<file path="src/rtl/qn_pkg.sv">
package qn_pkg;

    localparam int DW = 18;
    localparam int FW = 12;
    localparam int XW = DW + 22;

    typedef logic signed [DW-1:0] fx_t;
    typedef logic signed [XW-1:0] wide_t;

    localparam wide_t FX_HI = wide_t'((64'sd1 <<< (DW - 1)) - 64'sd1);
    localparam wide_t FX_LO = -FX_HI - wide_t'(64'sd1);

    typedef enum logic {
        MODE_CLASS1 = 1'b0,
        MODE_CLASS2 = 1'b1
    } nmode_e;

    // gain = 2^-sa, plus 2^-sb when twin is set
    typedef struct packed {
        logic [3:0] sa;
        logic [3:0] sb;
        logic       twin;
    } gain_t;

    typedef struct packed {
        gain_t fneg;
        gain_t fsq;
        gain_t flin;
        gain_t gneg;
        gain_t gpos;
        gain_t vstep;
        gain_t nstep;
        fx_t   bias;
    } pset_t;

    function automatic fx_t clamp(input wide_t x);
        if (x > FX_HI) return FX_HI[DW-1:0];
        if (x < FX_LO) return FX_LO[DW-1:0];
        return x[DW-1:0];
    endfunction

    function automatic fx_t scale(input fx_t x, input gain_t g);
        wide_t xw;
        wide_t acc;
        xw  = wide_t'(x);
        acc = xw >>> g.sa;
        if (g.twin) acc = acc + (xw >>> g.sb);
        return clamp(acc);
    endfunction

    function automatic gain_t mk_gain(input int a, input int b, input bit two);
        gain_t g;
        g.sa   = 4'(a);
        g.sb   = 4'(b);
        g.twin = two;
        return g;
    endfunction

    function automatic pset_t params_for(input nmode_e m);
        pset_t p;
        if (m == MODE_CLASS1) begin
            p.fneg  = mk_gain(0, 0, 1'b0);
            p.fsq   = mk_gain(0, 0, 1'b0);
            p.flin  = mk_gain(0, 0, 1'b0);
            p.gneg  = mk_gain(1, 0, 1'b0);
            p.gpos  = mk_gain(0, 1, 1'b1);
            p.vstep = mk_gain(3, 0, 1'b0);
            p.nstep = mk_gain(6, 7, 1'b1);
            p.bias  = fx_t'(256);
        end else begin
            p.fneg  = mk_gain(0, 0, 1'b0);
            p.fsq   = mk_gain(1, 0, 1'b0);
            p.flin  = mk_gain(1, 2, 1'b1);
            p.gneg  = mk_gain(2, 0, 1'b0);
            p.gpos  = mk_gain(0, 0, 1'b0);
            p.vstep = mk_gain(3, 4, 1'b1);
            p.nstep = mk_gain(4, 0, 1'b0);
            p.bias  = fx_t'(-512);
        end
        return p;
    endfunction

endpackage

</file>
<file path="src/rtl/qn_update.sv">
module qn_update
    import qn_pkg::*;
(
    input  fx_t   v_cur,
    input  fx_t   n_cur,
    input  fx_t   stim,
    input  pset_t ps,
    output fx_t   v_nxt,
    output fx_t   n_nxt,
    output logic  fire
);

    wide_t sq_full;
    fx_t   sq;
    fx_t   f_val;
    fx_t   g_val;
    fx_t   dv;
    fx_t   dn;
    logic  neg;

    always_comb begin
        neg     = v_cur[DW-1];
        // the single variable-by-variable product of the step
        sq_full = wide_t'(v_cur) * wide_t'(v_cur);
        sq      = clamp(sq_full >>> FW);
        if (neg) begin
            f_val = clamp(-wide_t'(scale(sq, ps.fneg)));
            g_val = scale(sq, ps.gneg);
        end else begin
            f_val = clamp(wide_t'(scale(sq, ps.fsq)) - wide_t'(scale(v_cur, ps.flin)));
            g_val = scale(sq, ps.gpos);
        end
        dv    = clamp(wide_t'(f_val) - wide_t'(n_cur) + wide_t'(ps.bias) + wide_t'(stim));
        dn    = clamp(wide_t'(g_val) - wide_t'(n_cur));
        v_nxt = clamp(wide_t'(v_cur) + wide_t'(scale(dv, ps.vstep)));
        n_nxt = clamp(wide_t'(n_cur) + wide_t'(scale(dn, ps.nstep)));
        fire  = (neg || (v_cur == '0)) && !v_nxt[DW-1] && (v_nxt != '0);
    end

endmodule

</file>
<file path="src/rtl/qn_seq.sv">
module qn_seq #(
    parameter  int N_NEURONS = 16,
    localparam int IW        = (N_NEURONS > 1) ? $clog2(N_NEURONS) : 1
) (
    input  logic          clk,
    input  logic          rst,
    input  logic          step,
    output logic          busy,
    output logic [IW-1:0] idx,
    output logic          done
);

    typedef enum logic {
        SQ_IDLE = 1'b0,
        SQ_RUN  = 1'b1
    } sq_e;

    localparam logic [IW-1:0] LAST = IW'(N_NEURONS - 1);

    sq_e st;

    always_ff @(posedge clk) begin
        if (rst) begin
            st   <= SQ_IDLE;
            idx  <= '0;
            done <= 1'b0;
        end else begin
            done <= 1'b0;
            case (st)
                SQ_IDLE: begin
                    if (step) begin
                        st  <= SQ_RUN;
                        idx <= '0;
                    end
                end
                SQ_RUN: begin
                    if (idx == LAST) begin
                        st   <= SQ_IDLE;
                        done <= 1'b1;
                    end else begin
                        idx <= idx + IW'(1);
                    end
                end
                default: st <= SQ_IDLE;
            endcase
        end
    end

    assign busy = (st == SQ_RUN);

endmodule

</file>
<file path="src/rtl/qn_neuron_core.sv">
module qn_neuron_core
    import qn_pkg::*;
#(
    parameter  int N_NEURONS = 16,
    localparam int IW        = (N_NEURONS > 1) ? $clog2(N_NEURONS) : 1
) (
    input  logic                    clk,
    input  logic                    rst,
    input  logic                    step_i,
    input  logic                    class_sel_i,
    input  logic [N_NEURONS*DW-1:0] stim_i,
    output logic [N_NEURONS*DW-1:0] v_o,
    output logic [N_NEURONS*DW-1:0] n_o,
    output logic [N_NEURONS-1:0]    spike_o,
    output logic                    done_o
);

    fx_t v_q [N_NEURONS];
    fx_t n_q [N_NEURONS];

    logic          run_active;
    logic [IW-1:0] cur;
    nmode_e        mode_q;
    pset_t         ps;
    fx_t           v_sel;
    fx_t           n_sel;
    fx_t           stim_sel;
    fx_t           v_upd;
    fx_t           n_upd;
    logic          fire;

    qn_seq #(.N_NEURONS(N_NEURONS)) u_seq (
        .clk  (clk),
        .rst  (rst),
        .step (step_i),
        .busy (run_active),
        .idx  (cur),
        .done (done_o)
    );

    // constant set is frozen for the whole pass
    always_ff @(posedge clk) begin
        if (rst) begin
            mode_q <= MODE_CLASS1;
        end else if (step_i && !run_active) begin
            mode_q <= nmode_e'(class_sel_i);
        end
    end

    assign ps = params_for(mode_q);

    always_comb begin
        v_sel    = v_q[cur];
        n_sel    = n_q[cur];
        stim_sel = stim_i[cur*DW +: DW];
    end

    qn_update u_upd (
        .v_cur (v_sel),
        .n_cur (n_sel),
        .stim  (stim_sel),
        .ps    (ps),
        .v_nxt (v_upd),
        .n_nxt (n_upd),
        .fire  (fire)
    );

    always_ff @(posedge clk) begin
        if (rst) begin
            for (int k = 0; k < N_NEURONS; k++) begin
                v_q[k] <= '0;
                n_q[k] <= '0;
            end
            spike_o <= '0;
        end else if (run_active) begin
            v_q[cur]     <= v_upd;
            n_q[cur]     <= n_upd;
            spike_o[cur] <= fire;
        end
    end

    for (genvar g = 0; g < N_NEURONS; g++) begin : g_out
        assign v_o[g*DW +: DW] = v_q[g];
        assign n_o[g*DW +: DW] = n_q[g];
    end

endmodule

</file>
<file path="config.mk">
export PLATFORM = sky130hd
export DESIGN_NAME = qn_neuron_core
export DESIGN_NICKNAME = d
export VERILOG_FILES = /design/src/rtl/qn_pkg.sv /design/src/rtl/qn_update.sv /design/src/rtl/qn_seq.sv /design/src/rtl/qn_neuron_core.sv
export SDC_FILE = /design/constraint.sdc
export NUM_CORES = 2
export LEC_CHECK = 0
export BUFFER_PORTS_ARGS = -buffer_cell sky130_fd_sc_hd__buf_2
export CAP_MARGIN = 15
export CELL_PAD_IN_SITES_DETAIL_PLACEMENT = 2
export CELL_PAD_IN_SITES_GLOBAL_PLACEMENT = 2
export CORE_ASPECT_RATIO = 1.1
export CORE_MARGIN = 2
export CORE_UTILIZATION = 37
export DETAILED_ROUTE_END_ITERATION = 12
export PLACE_DENSITY_LB_ADDON = 0.1
export SLEW_MARGIN = 20
export SYNTH_ARGS = -nofsm -noshare
export SYNTH_HDL_FRONTEND = slang
export SYNTH_SLANG_ARGS = --single-unit
</file>
<file path="constraint.sdc">
create_clock -name clk -period 28.4 [get_ports clk]
set_input_delay 1.42 -clock clk [delete_from_list [all_inputs] [get_ports clk]]
set_output_delay 1.42 -clock clk [all_outputs]
set_load 0.01 [all_outputs]
</file>
======== Word level (Yosys, flattened, before mapping) ========
Memories as Yosys holds them, arrays and structs flattened. A register that Yosys moved wholly into a read port is not among the register bits.
Index checks and enable logic that the tools add are counted.
Widths: inputs -> output; s select.
cells by class
  add/subtract/negate cells ............... 16
  multipliers ............................. 2
  magnitude comparators ................... 30
  equality and inequality tests ........... 3
  shifts and indexed selects .............. 15
  mux-type cells .......................... 155
  bitwise logic cells ..................... 1
  reductions and logical operators ........ 13
operators by type and width
  cell                    count
  $mux 18                 63
  $gt 40x18->1 const B    13
  $lt 40x18->1 const B    13
  $mux 40                 12
  $sshr 18x4->40          11
  $shiftx 288x10->18      1
  $add 40x40->40          7
  $sshr 18x1->40 const B  2
  $mux 69                 1
  $mux 1                  67
  $sub 18x18->19          3
  $add 40x18->40          1
  $neg 18->40             1
  $sshr 18x1->40          1
  $add 18x18->19          2
  $mul 18x18->36          1
  $reduce_or 18->1        2
  $mux 4                  8
  $gt 24x18->1 const B    1
  $lt 24x18->1 const B    1
  $add 19x18->20          1
  $logic_not 18->1        1
  $reduce_bool 18->1      1
  $bwmux 16               1
  15 further kinds        20
word-level totals
  bits in registers ....................... 23
  memory bits (writable) .................. 576
  input bits .............................. 292
  memories kept ........................... 2
memories
  memory  words  bits a word  rd ports  clocked after memory_dff  write ports  RTL line              text
  n_q     16     18           17        1                         16           qn_neuron_core.sv:19  fx_t n_q [N_NEURONS];
  v_q     16     18           17        1                         16           qn_neuron_core.sv:18  fx_t v_q [N_NEURONS];

======== Longest topological paths before layout ========
  depth after elaboration ................. 53
  mapped depth ............................ 113
  mapped depth without buffers ............ 102

======== Cells and area by module ========
From an unflattened synthesis, not the netlist that was laid out.
unflattened totals
  cells, all modules ...................... 6941
  area total of the unflattened synthesis .. 64478.1 µm²
by module, submodules not included
  module          instances  cells an instance  area each (µm²)  sequential area each (µm²)
  qn_update       1          5082               35657.9          0.0
  qn_neuron_core  1          1830               28544.9          17636.9
  qn_seq          1          29                 275.3            120.1

======== Worst setup path after synthesis ========
OpenSTA, ideal clock, no wires.
  path type ............................... reg-to-reg
  from .................................... register (tool-made name)
  to ...................................... register spike_o[7]
  setup time .............................. 0.211 ns
  arrival time ............................ 23.841 ns
  data required time ...................... 28.189 ns
  setup slack ............................. 4.348 ns
  cell stages (with the launch flop) ...... 106
  path buffers ............................ 14
  period minus slack after synthesis ...... 24.052 ns
  cells stage by stage .................... dfxtp_1 -> buf_6 -> buf_2 -> buf_2 -> buf_2 -> mux4_2 -> mux2i_1 -> nand2_1 -> o21ai_1 -> inv_1 -> clkbuf_1 -> clkbuf_1 -> buf_1 -> nand2_1 -> fa_1 -> inv_1 -> fa_1 -> fa_1 -> [70 not listed] -> a31o_2 -> maj3_1 -> mux2_2 -> ha_1 -> fa_1 -> a21o_1 -> a21oi_1 -> o21bai_1 -> a21oi_1 -> o21ba_2 -> o211ai_1 -> a211o_1 -> a21boi_0 -> o21ai_0 -> a211oi_1 -> a311o_1 -> clkbuf_1 -> o22ai_1
RTL lines
  item                             RTL line              text
  to (signal, indexed assignment)  qn_neuron_core.sv:78  spike_o[cur] <= fire;
  to (decl)                        qn_neuron_core.sv:14  output logic [N_NEURONS-1:0] spike_o,

==> reports/qor.txt <==
Setup crit start kind = flip-flop
RSZ-0062 raised after global routing = no
Global-route wire length before repair = 343000 um
Largest family of logic cells by synthesized area = adder cells
Fill count = 14645
Largest stage delay, worst path = 0.72 ns
Post-synthesis mux area share = 12.6%
Tcrit/Tclk final = 92.8%
Number of detailed-route iterations in the first pass = 5
Avg WL per Cell = 32.2 um
Core area = 138000 sq um
CTS tree = yes
Syn Nets = 5730
Storage cell area = 17900 sq um
Final Routed Wirelength = 241000 um
Async set-reset flop share out of synthesis = 0%
Synth Area in Compound Gates = 13.0%
Post-Syn Area = 51100 sq um
Vias in the first global route = 47483
Top_reg_cell synth = edfxtp_1
Status = completed
Most frequent cells in the layout = 884 x buf_2, 604 x inv_1, 576 x edfxtp_1
R2r setup slk = 2.04 ns
Worst setup path category = reg2reg
Synthesis-to-layout area growth = 17.2%
GR Overflow Total = 0
Worst min-delay path startpoint = spike_o[7]$_SDFFE_PP0P_
Post-synth EDFFs = 576
Simple-gate portion of the synthesized area = 9.93%
Final RePlAce weighted congestion = 0.962
Register area share after synthesis = 34.9%
Initial antenna violation count = 35
Die X-Extent = 358 um
Setup_tns = 0 ns
Ys Warns = 0
Reg2reg path depth = 102
Hold endpoint = spike_o[7]$_SDFFE_PP0P_
#FFs+latches synth = 603
Worst Max-Slew Pin Slew = 1.21 ns
Crit path DAT = 26.92 ns
Initial DRC Count = 3458
HP Class = reg2reg
I/O Pins = 885
Slew HR = 18.7%
CP max-delay cell = fa_1
Clock Tree Root = clkbuf_16
# H-tree levels = 2
Most common cell after layout, fill and taps aside = buf_2
Worst-path clk slew = 0.08 ns
DR vias/cell = 5.88
Worst reg2reg endpoint = spike_o[1]$_SDFFE_PP0P_
Worst Setup End Kind = flip-flop
Synth unique cells = 94
Adder-Cell Fraction of Synth Area = 19.9%
Num Clock Sinks = 603
CP Max Fanout = 28
Pin count of the biggest net entering global routing = 160
Die Y = 394 um
Avg Cell Area, Syn = 10.6 sq um
Total number of vias = 43997
Max Slew Vio Count = 0
DRC Markers = 0
DP HPWL = 191000 um
Post-layout net count = 6506
Hold Path Depth = 2
Mapped Cells = 4827
CTS Buffer Depth = 3
Inserted Clock Buffers = 56
FMAX = 37.9 MHz
Clk_skew = 0.0257 ns
Worst Path Required = 28.96 ns
Initial Util = 37.1%
PortBufs = 884
Antenna violation net count after detailed routing = 0
Tmin final = 26.36 ns
Final hold violation count = 0
XOR/XNOR Fraction of Synth Area = 3.05%
Worst-skew pair later-pin latency = 0.66 ns
Count of final setup violators = 0
Max_cap viols = 0
GRT Total Usage = 33.5%
Rows = 143
Multi-input gate area = 30200 sq um
Total die area = 141000 sq um
Share of layout cells above drive strength 1 = 25.9%
==> final cells by class <==
class                           instances  share of cell area (%)
Clock buffer                           71                    2.45
Inverter                              610                    3.83
Antenna cell                           16                  0.0669
Timing Repair Buffer                 1003                    8.97
Tap cell                             1812                    3.79
Multi-Input combinational cell       3329                    50.5
Sequential cell                       603                    29.8
Clock inverter                         34                   0.585
==> stage by stage <==
stage | hold WS, ns | area, sq um | util [%] | instances | worst slack [ns]
floorplan | 0.496 | 51100 | - | 4827 | 4.35
global placement | 0.456 | 57900 | 42.1 | 7351 | 1.34
detailed placement | 0.472 | 57900 | 42.1 | 7351 | 0.406
CTS | 0.482 | 59700 | 43.4 | 7456 | 0.304
global route | 0.509 | 59900 | 43.5 | 7466 | 0.0974
finish | 0.483 | 59900 | 43.5 | 7478 | 2.04
==> cells in the mapped netlist (56+ instances only) <==
cell type	number	area share [%]
clkbuf_1	237	1.7
nand2_1	345	2.5
xnor2_1	117	2.0
edfxtp_1	576	34
inv_1	605	4.4
nor2_1	507	3.7
xor2_1	59	1.0
a21o_1	91	1.3
ha_1	297	7.3
o21ai_0	135	1.3
mux4_2	264	12
a21oi_1	482	4.7
o21bai_1	56	0.82
fa_1	314	12
==> cell families (layout without fill, tap and decap cells) <==
logic type      after synthesis  in the layout
compound gates             1061           1061
buf+inv                     895           1718
other cells                   0             16
xor+xnor                    177            177
mux                         310            310
flops                       603            603
simple gates               1152           1152
fa+ha+maj                   629            629
==> worst max path at each step <==
stage,startpoint,to,slack (ns),depth (start not counted)
after floorplan,flip-flop,spike_o[7]$_SDFFE_PP0P_,4.35,105
after global placement,flip-flop,v_q[3][1]$_SDFFCE_PN0P_,1.34,100
after detailed placement,flip-flop,v_q[5][1]$_SDFFCE_PN0P_,0.41,100
after CTS,flip-flop,v_q[5][1]$_SDFFCE_PN0P_,0.30,100
after global routing,flip-flop,v_q[13][0]$_SDFFCE_PN0P_,0.1,101
final,flip-flop,spike_o[1]$_SDFFE_PP0P_,2.04,102
==> what timing repair did <==
item / in CTS / in global routing
gates resized for setup: 0 / 25
setup endpoints to repair: 0 / 408
setup buffers: 0 / 6
hold buffers: 0 / 0
==> registers in the layout, indices dropped and copies added (netlist names), named ones only <==
signal / cells
n_q: 288
v_q: 288
spike_o: 16
u_seq.idx: 4
mode_q: 1
u_seq.busy: 1
u_seq.done: 1
==> critical path, delay by kind of cell, from the launching register on <==
kind | cells | cell delay [ns]
XOR/XNOR | 2 | 0.36
adder cells (fa/ha/maj) | 17 | 6.94
flip-flops | 1 | 0.61
AND/OR/NAND/NOR | 9 | 1.67
AO/OA/AOI/OAI | 56 | 12.65
buffers and inverters | 15 | 2.78
multiplexers | 3 | 1.19
==> metal layers <==
layer	vias up	routed length [um]	track usage, %
met2	1762	117000	56.0
met4	12	11700	13.8
li1	18619	-	-
met1	23234	93200	41.7
met5	-	84	0
met3	370	18700	7.20
Power is left out: the tool's default activity adds up to more than one toggle a clock period on the data nets, which glitch-free logic cannot reach.
